<file path="config.mk">
export PLATFORM = sky130hd
export DESIGN_NAME = mdm_ctl_irq
export DESIGN_NICKNAME = d
export VERILOG_FILES = /design/src/rtl/mdm_pkg.sv /design/src/rtl/mdm_sync.sv /design/src/rtl/mdm_dsc.sv /design/src/rtl/mdm_irq.sv /design/src/rtl/mdm_ctl_irq.sv
export SDC_FILE = /design/constraint.sdc
export NUM_CORES = 1
export LEC_CHECK = 0
export BUFFER_PORTS_ARGS = -buffer_cell sky130_fd_sc_hd__buf_2
export CAP_MARGIN = 20
export CORE_MARGIN = 4
export CORE_UTILIZATION = 41
export CTS_CLUSTER_DIAMETER = 120
export DETAILED_ROUTE_END_ITERATION = 8
export GPL_TIMING_DRIVEN = 0
export PLACE_DENSITY = 0.75
export SETUP_SLACK_MARGIN = 0.1
export SYNTH_ARGS = -nofsm -noshare
export SYNTH_HDL_FRONTEND = slang
export SYNTH_HIERARCHICAL = 1
export SYNTH_SLANG_ARGS = --single-unit
export TNS_END_PERCENT = 10
</file>
<file path="constraint.sdc">
create_clock -name clk -period 1.5 [get_ports clk]
set_clock_uncertainty 0.2 [all_clocks]
set_input_delay 0.45 -clock clk [delete_from_list [all_inputs] [get_ports clk]]
set_output_delay 0.45 -clock clk [all_outputs]
set_load 0.005 [all_outputs]
</file>
<file path="src/rtl/mdm_pkg.sv">
package mdm_pkg;
    localparam int N_MODEM = 3;
    localparam int SYNC_STAGES = 2;
    localparam int CTL_W = 7;

    typedef enum logic {
        DSC_QUIET   = 1'b0,
        DSC_PENDING = 1'b1
    } dsc_state_t;

    typedef struct packed {
        logic tx_ie;
        logic rx_ie;
        logic ds_ie;
        logic lloop;
        logic rts;
        logic dtr;
        logic sfrl;
    } ctl_t;
endpackage

</file>
<file path="src/rtl/mdm_sync.sv">
module mdm_sync #(
    parameter int W = 3,
    parameter int STAGES = 2
) (
    input  logic         clk,
    input  logic         rst_n,
    input  logic [W-1:0] din,
    output logic [W-1:0] dout
);
    logic [W-1:0] stg [STAGES];

    always_ff @(posedge clk or negedge rst_n) begin
        if (!rst_n) begin
            for (int i = 0; i < STAGES; i++) stg[i] <= '0;
        end else begin
            stg[0] <= din;
            for (int i = 1; i < STAGES; i++) stg[i] <= stg[i-1];
        end
    end

    assign dout = stg[STAGES-1];
endmodule

</file>
<file path="src/rtl/mdm_dsc.sv">
module mdm_dsc
    import mdm_pkg::*;
#(
    parameter int W = 3
) (
    input  logic         clk,
    input  logic         rst_n,
    input  logic         dev_rst,
    input  logic         rd,
    input  logic [W-1:0] sync_in,
    output logic         pending
);
    dsc_state_t   state, state_nx;
    logic [W-1:0] prev;
    logic         edge_seen;

    assign edge_seen = |(sync_in ^ prev);

    always_ff @(posedge clk or negedge rst_n) begin
        if (!rst_n) begin
            state <= DSC_QUIET;
            prev  <= '0;
        end else begin
            state <= state_nx;
            prev  <= sync_in;
        end
    end

    always_comb begin
        state_nx = state;
        unique case (state)
            DSC_QUIET:   if (edge_seen) state_nx = DSC_PENDING;
            DSC_PENDING: if (rd && !edge_seen) state_nx = DSC_QUIET;
            default:     state_nx = DSC_QUIET;
        endcase
        if (dev_rst) state_nx = DSC_QUIET;
    end

    assign pending = (state == DSC_PENDING);

    p_hold_r5: assert property (@(posedge clk) disable iff (!rst_n)
        (pending && !rd && !dev_rst) |=> pending);
    p_clear_r5: assert property (@(posedge clk) disable iff (!rst_n)
        (rd && !edge_seen && !dev_rst) |=> !pending);
    p_edge_r4: assert property (@(posedge clk) disable iff (!rst_n)
        (edge_seen && !dev_rst) |=> pending);
endmodule

</file>
<file path="src/rtl/mdm_irq.sv">
module mdm_irq (
    input  logic dsc,
    input  logic ds_ie,
    input  logic rx_rdy,
    input  logic rx_ie,
    input  logic tx_empty,
    input  logic tx_ie,
    output logic rx_irq,
    output logic tx_irq
);
    assign rx_irq = (dsc && ds_ie) || (rx_rdy && rx_ie);
    assign tx_irq = tx_empty && tx_ie;
endmodule

</file>
<file path="src/rtl/mdm_ctl_irq.sv">
module mdm_ctl_irq
    import mdm_pkg::*;
(
    input  logic             clk,
    input  logic             rst_n,
    input  logic             dev_reset,
    input  logic             ctl_we,
    input  logic [CTL_W-1:0] ctl_wdata,
    output logic [CTL_W-1:0] ctl_rdata,
    input  logic             stat_rd,
    input  logic             cts_in,
    input  logic             carrier_in,
    input  logic             ring_in,
    input  logic             strap_rloop,
    input  logic             rx_data_rdy,
    input  logic             tx_buf_empty,
    input  logic             tx_line_i,
    input  logic             line_rx_i,
    output logic             rx_line_o,
    output logic             dtr_o,
    output logic             rts_o,
    output logic             sel_freq_o,
    output logic             rem_loop_o,
    output logic             cts_s_o,
    output logic             carrier_s_o,
    output logic             ring_s_o,
    output logic             dsc_o,
    output logic             rx_irq_o,
    output logic             tx_irq_o
);
    ctl_t               ctl_q;
    logic [N_MODEM-1:0] modem_raw, modem_s;

    always_ff @(posedge clk or negedge rst_n) begin
        if (!rst_n)         ctl_q <= '0;
        else if (dev_reset) ctl_q <= '0;
        else if (ctl_we)    ctl_q <= ctl_t'(ctl_wdata);
    end

    assign modem_raw = {ring_in, carrier_in, cts_in};

    mdm_sync #(.W(N_MODEM), .STAGES(SYNC_STAGES)) u_sync (
        .clk(clk), .rst_n(rst_n), .din(modem_raw), .dout(modem_s)
    );

    mdm_dsc #(.W(N_MODEM)) u_dsc (
        .clk(clk), .rst_n(rst_n), .dev_rst(dev_reset), .rd(stat_rd),
        .sync_in(modem_s), .pending(dsc_o)
    );

    mdm_irq u_irq (
        .dsc(dsc_o), .ds_ie(ctl_q.ds_ie),
        .rx_rdy(rx_data_rdy), .rx_ie(ctl_q.rx_ie),
        .tx_empty(tx_buf_empty), .tx_ie(ctl_q.tx_ie),
        .rx_irq(rx_irq_o), .tx_irq(tx_irq_o)
    );

    assign ctl_rdata   = ctl_q;
    assign dtr_o       = ctl_q.dtr;
    assign rts_o       = ctl_q.rts;
    assign sel_freq_o  = ctl_q.sfrl && !strap_rloop;
    assign rem_loop_o  = ctl_q.sfrl && strap_rloop;
    assign rx_line_o   = ctl_q.lloop ? tx_line_i : line_rx_i;
    assign cts_s_o     = modem_s[0];
    assign carrier_s_o = modem_s[1];
    assign ring_s_o    = modem_s[2];

    p_devrst_r2: assert property (@(posedge clk) disable iff (!rst_n)
        dev_reset |=> (ctl_rdata == '0 && !dsc_o));
    p_txirq_en_r8: assert property (@(posedge clk) disable iff (!rst_n)
        tx_irq_o |-> ctl_q.tx_ie);
    p_rxirq_src_r6: assert property (@(posedge clk) disable iff (!rst_n)
        rx_irq_o |-> ((dsc_o && ctl_q.ds_ie) || (rx_data_rdy && ctl_q.rx_ie)));
    p_strap_excl_r10: assert property (@(posedge clk) disable iff (!rst_n)
        !(sel_freq_o && rem_loop_o));
endmodule

</file>
==> impl_metrics.csv <==
group,metric,value,unit
run_status,status,"finished with violations",
run_status,violations,"setup timing",
placement,io_buffers,36,
yosys,syn_area,650.6,sq um
timing,hold_viol,0,
final_layout,diodes,0,
yosys,synth-seq-cells,17,
hold_path,min_from,"ring_in",
critical_path,critPathArrivalTime,1130,ps
timing,slew_headroom,76.06,%
critical_path,crit_path_start_kind,"flip-flop",
global_route,first_global_vias,422,
global_route,grt_pass1_wl,1780,um
yosys,syn_inst,47,
global_route,grt_use_total,12.10,%
timing,fin_setup_tns,-1141,ps
route,routed_via_density,4.695,
clock_network,root_buffer,"clkbuf_4",
final_layout,finalNetCount,110,
clock_network,clk_path_buf_depth,2,
clock_network,cts_max_level,1,
global_route,overflow,0,
route,drt_iter0_drc,2,
route,vias,493,
clock_network,cts_tree,"built",
timing,setup_violations,11,
clock_network,clk_pin_slew,100,ps
timing,fin_ws,-279.6,ps
route,drt_first_pass_iters,4,
critical_path,ff2ff_setup_slack,400,ps
critical_path,cp_slowest_cell,"dfrtp_1",
floorplanning,start_util,43.19,%
critical_path,rr_startpoint,"u_sync/dout[0]$_DFF_PN0_",
floorplanning,ios,38,
timing,slew_viol_final,0,
timing,post-route-min-period,1780,ps
critical_path,cp_cell_sequence,"mux2_4 > buf_6",
hold_path,hold_path_end,"u_sync/stg[5]$_DFF_PN0_",
timing,max_freq,561.9,MHz
run,max-cap-violations,0,
yosys,yosysUniqueCellTypes,12,
pwr,vdd.ir_drop.worst,0.0006694,V
floorplanning,core,1506,sq um
clock_network,insertion_delay,280,ps
floorplanning,dieArea,2288,sq um
route,wirelength,1330,um
placement,hpwl,970.8,um
floorplanning,die_x,47.84,um
timing,fin_crit_sh,118.6,%
critical_path,end_kind,"output port",
timing,rsz0062_at_grt,"true",
final_layout,drive_above_1_share,53.93,%
critical_path,rr_worst_depth,3,
critical_path,r2r-end,"u_dsc/pending$_DFF_PN0_",
floorplanning,die_h,47.84,um
route,drc,0,
global_route,grt_start_max_net_pins,18,
critical_path,crit_type,"flip-flop to output port",
pwr,p_per_area,924.3,nW/um^2
floorplanning,rows,14,
yosys,yosysSeqAreaShare,65.38,%
yosys,syn_area_per_cell,13.84,sq um
global_route,antenna_found_initial,0,
critical_path,cp.required,850,ps
placement,gp_congestion,0.6209,
pwr,power_leakage,0.5217,nW
final_layout,syn_to_final_growth,45.38,%
route,routedWlPerCell,12.67,um
final_layout,layout_common_cells,"buf_2 (31), dfrtp_1 (17), buf_6 (10), mux2i_1 (7), nor2_1 (7)",
critical_path,path_max_fanout,2,
clock_network,clock_sinks,17,
timing,fin_hold_ws,61.45,ps
yosys,syn_nets,67,
final_layout,fillers,135,
final_layout,final_area,945.9,sq um
final_layout,mostFrequentLayoutCell,"buf_2",
route,final_antenna_net_count,0,
pwr,finalPower,0.0008743,W
hold_path,hp-class,"primary input to flip-flop",
clock_network,numCtsBuffers,3,
critical_path,crit_path_max_incr_delay,410,ps
timing,worst_pin_slew,359.1,ps
placement,dpl_cell_area,850.8,sq um
yosys,yosys_warnings,6,
hold_path,min_path_cells,1,
==> metrics by stage <==
| step | std cells | utilization, % | worst slack, ps |
|---|---|---|---|
| final | 105 | 62.79 | -279.6 |
| after global routing | 105 | 62.79 | -312.7 |
| after CTS | 105 | 61.46 | -251.3 |
| after detailed placement | 99 | 56.48 | -62.97 |
| after global placement | 99 | 56.48 | -58.43 |
| after floorplan | 47 | - | 145.5 |
==> final cells by class <==
| type | instances | area (sq um) | area share [%] |
|---|---|---|---|
| Clock inverter | 1 | 5.005 | 0.5291 |
| Buffer | 6 | 63.81 | 6.746 |
| Sequential cell | 17 | 425.4 | 44.97 |
| Clock buffer | 3 | 22.52 | 2.381 |
| Multi-Input combinational cell | 24 | 180.2 | 19.05 |
| Timing Repair Buffer | 38 | 229.0 | 24.21 |
| Tap cell | 16 | 20.02 | 2.116 |
==> cells in the mapped netlist <==
| master | number | area [sq um] |
|---|---|---|
| a22o_1 | 1 | 8.760 |
| a41oi_1 | 1 | 8.760 |
| and2_1 | 2 | 12.51 |
| buf_4 | 5 | 37.54 |
| buf_6 | 1 | 11.26 |
| dfrtp_1 | 17 | 425.4 |
| mux2_2 | 1 | 11.26 |
| mux2i_1 | 7 | 70.07 |
| nand2b_1 | 1 | 6.260 |
| nor2_1 | 7 | 26.28 |
| nor2b_1 | 1 | 6.260 |
| xnor2_1 | 3 | 26.28 |
==> layer usage <==
metal  global-route usage [%]  routed length (um)  vias to the layer above
met5                        0                   0                        -
met4                    8.065                  13                        0
li1                         -                   -                      234
met2                    20.58                 737                       19
met1                    13.40                 463                      238
met3                    2.632                 115                        2
==> worst max-delay path, delay by kind of cell (launching register included) <==
family                 cells  cell delay, ps
buffers and inverters      1             120
flip-flops                 1             410
multiplexers               1             320
==> how the worst max path moves through the flow <==
stage / start / to / depth (start not counted)
2_1_floorplan: tx_line_i / rx_line_o / 1
3_3_place_gp: tx_line_i / rx_line_o / 3
3_5_place_dp: tx_line_i / rx_line_o / 3
4_1_cts: ctl_rdata[3]$_DFFE_PN0P_ / rx_line_o / 2
5_1_grt: ctl_rdata[3]$_DFFE_PN0P_ / rx_line_o / 2
6_report: ctl_rdata[3]$_DFFE_PN0P_ / rx_line_o / 2
==> what timing repair did <==
action                                  in CTS  in global routing
resized for setup                            6                  4
buffers inserted                             1                  0
endpoints found under the hold margin       17                  0
endpoints found under the setup margin      18                 18
hold buffers                                 1                  0
pin swaps                                    1                  0
==> report_power, final <==
group / internal [W] / leakage [nW] / switching (W) / total (W)
clock: 0.0000989 / 0.0177 / 0.000141 / 0.000240
combinational: 0.0000844 / 0.294 / 0.0000529 / 0.000137
sequential: 0.000483 / 0.210 / 0.0000142 / 0.000497
total: 0.000666 / 0.522 / 0.000208 / 0.000874
==> kinds of logic (layout without fill, tap and decap cells) <==
| group | count (synthesis) | count (layout) | share of synthesized area (%) |
|---|---|---|---|
| xor+xnor | 3 | 3 | 4.039 |
| buf+inv | 6 | 48 | 7.500 |
| flops | 17 | 17 | 65.38 |
| simple gates | 11 | 11 | 7.886 |
| mux | 8 | 8 | 12.50 |
| compound gates | 2 | 2 | 2.693 |
==> sequential cells by signal, summed over array words and instances, names as in the netlist <==
signal         count
ctl_rdata          5
u_dsc/prev         3
u_sync/dout        3
u_sync/stg         3
dtr_o              1
rts_o              1
u_dsc/pending      1
(Power assumes the default switching activity.)
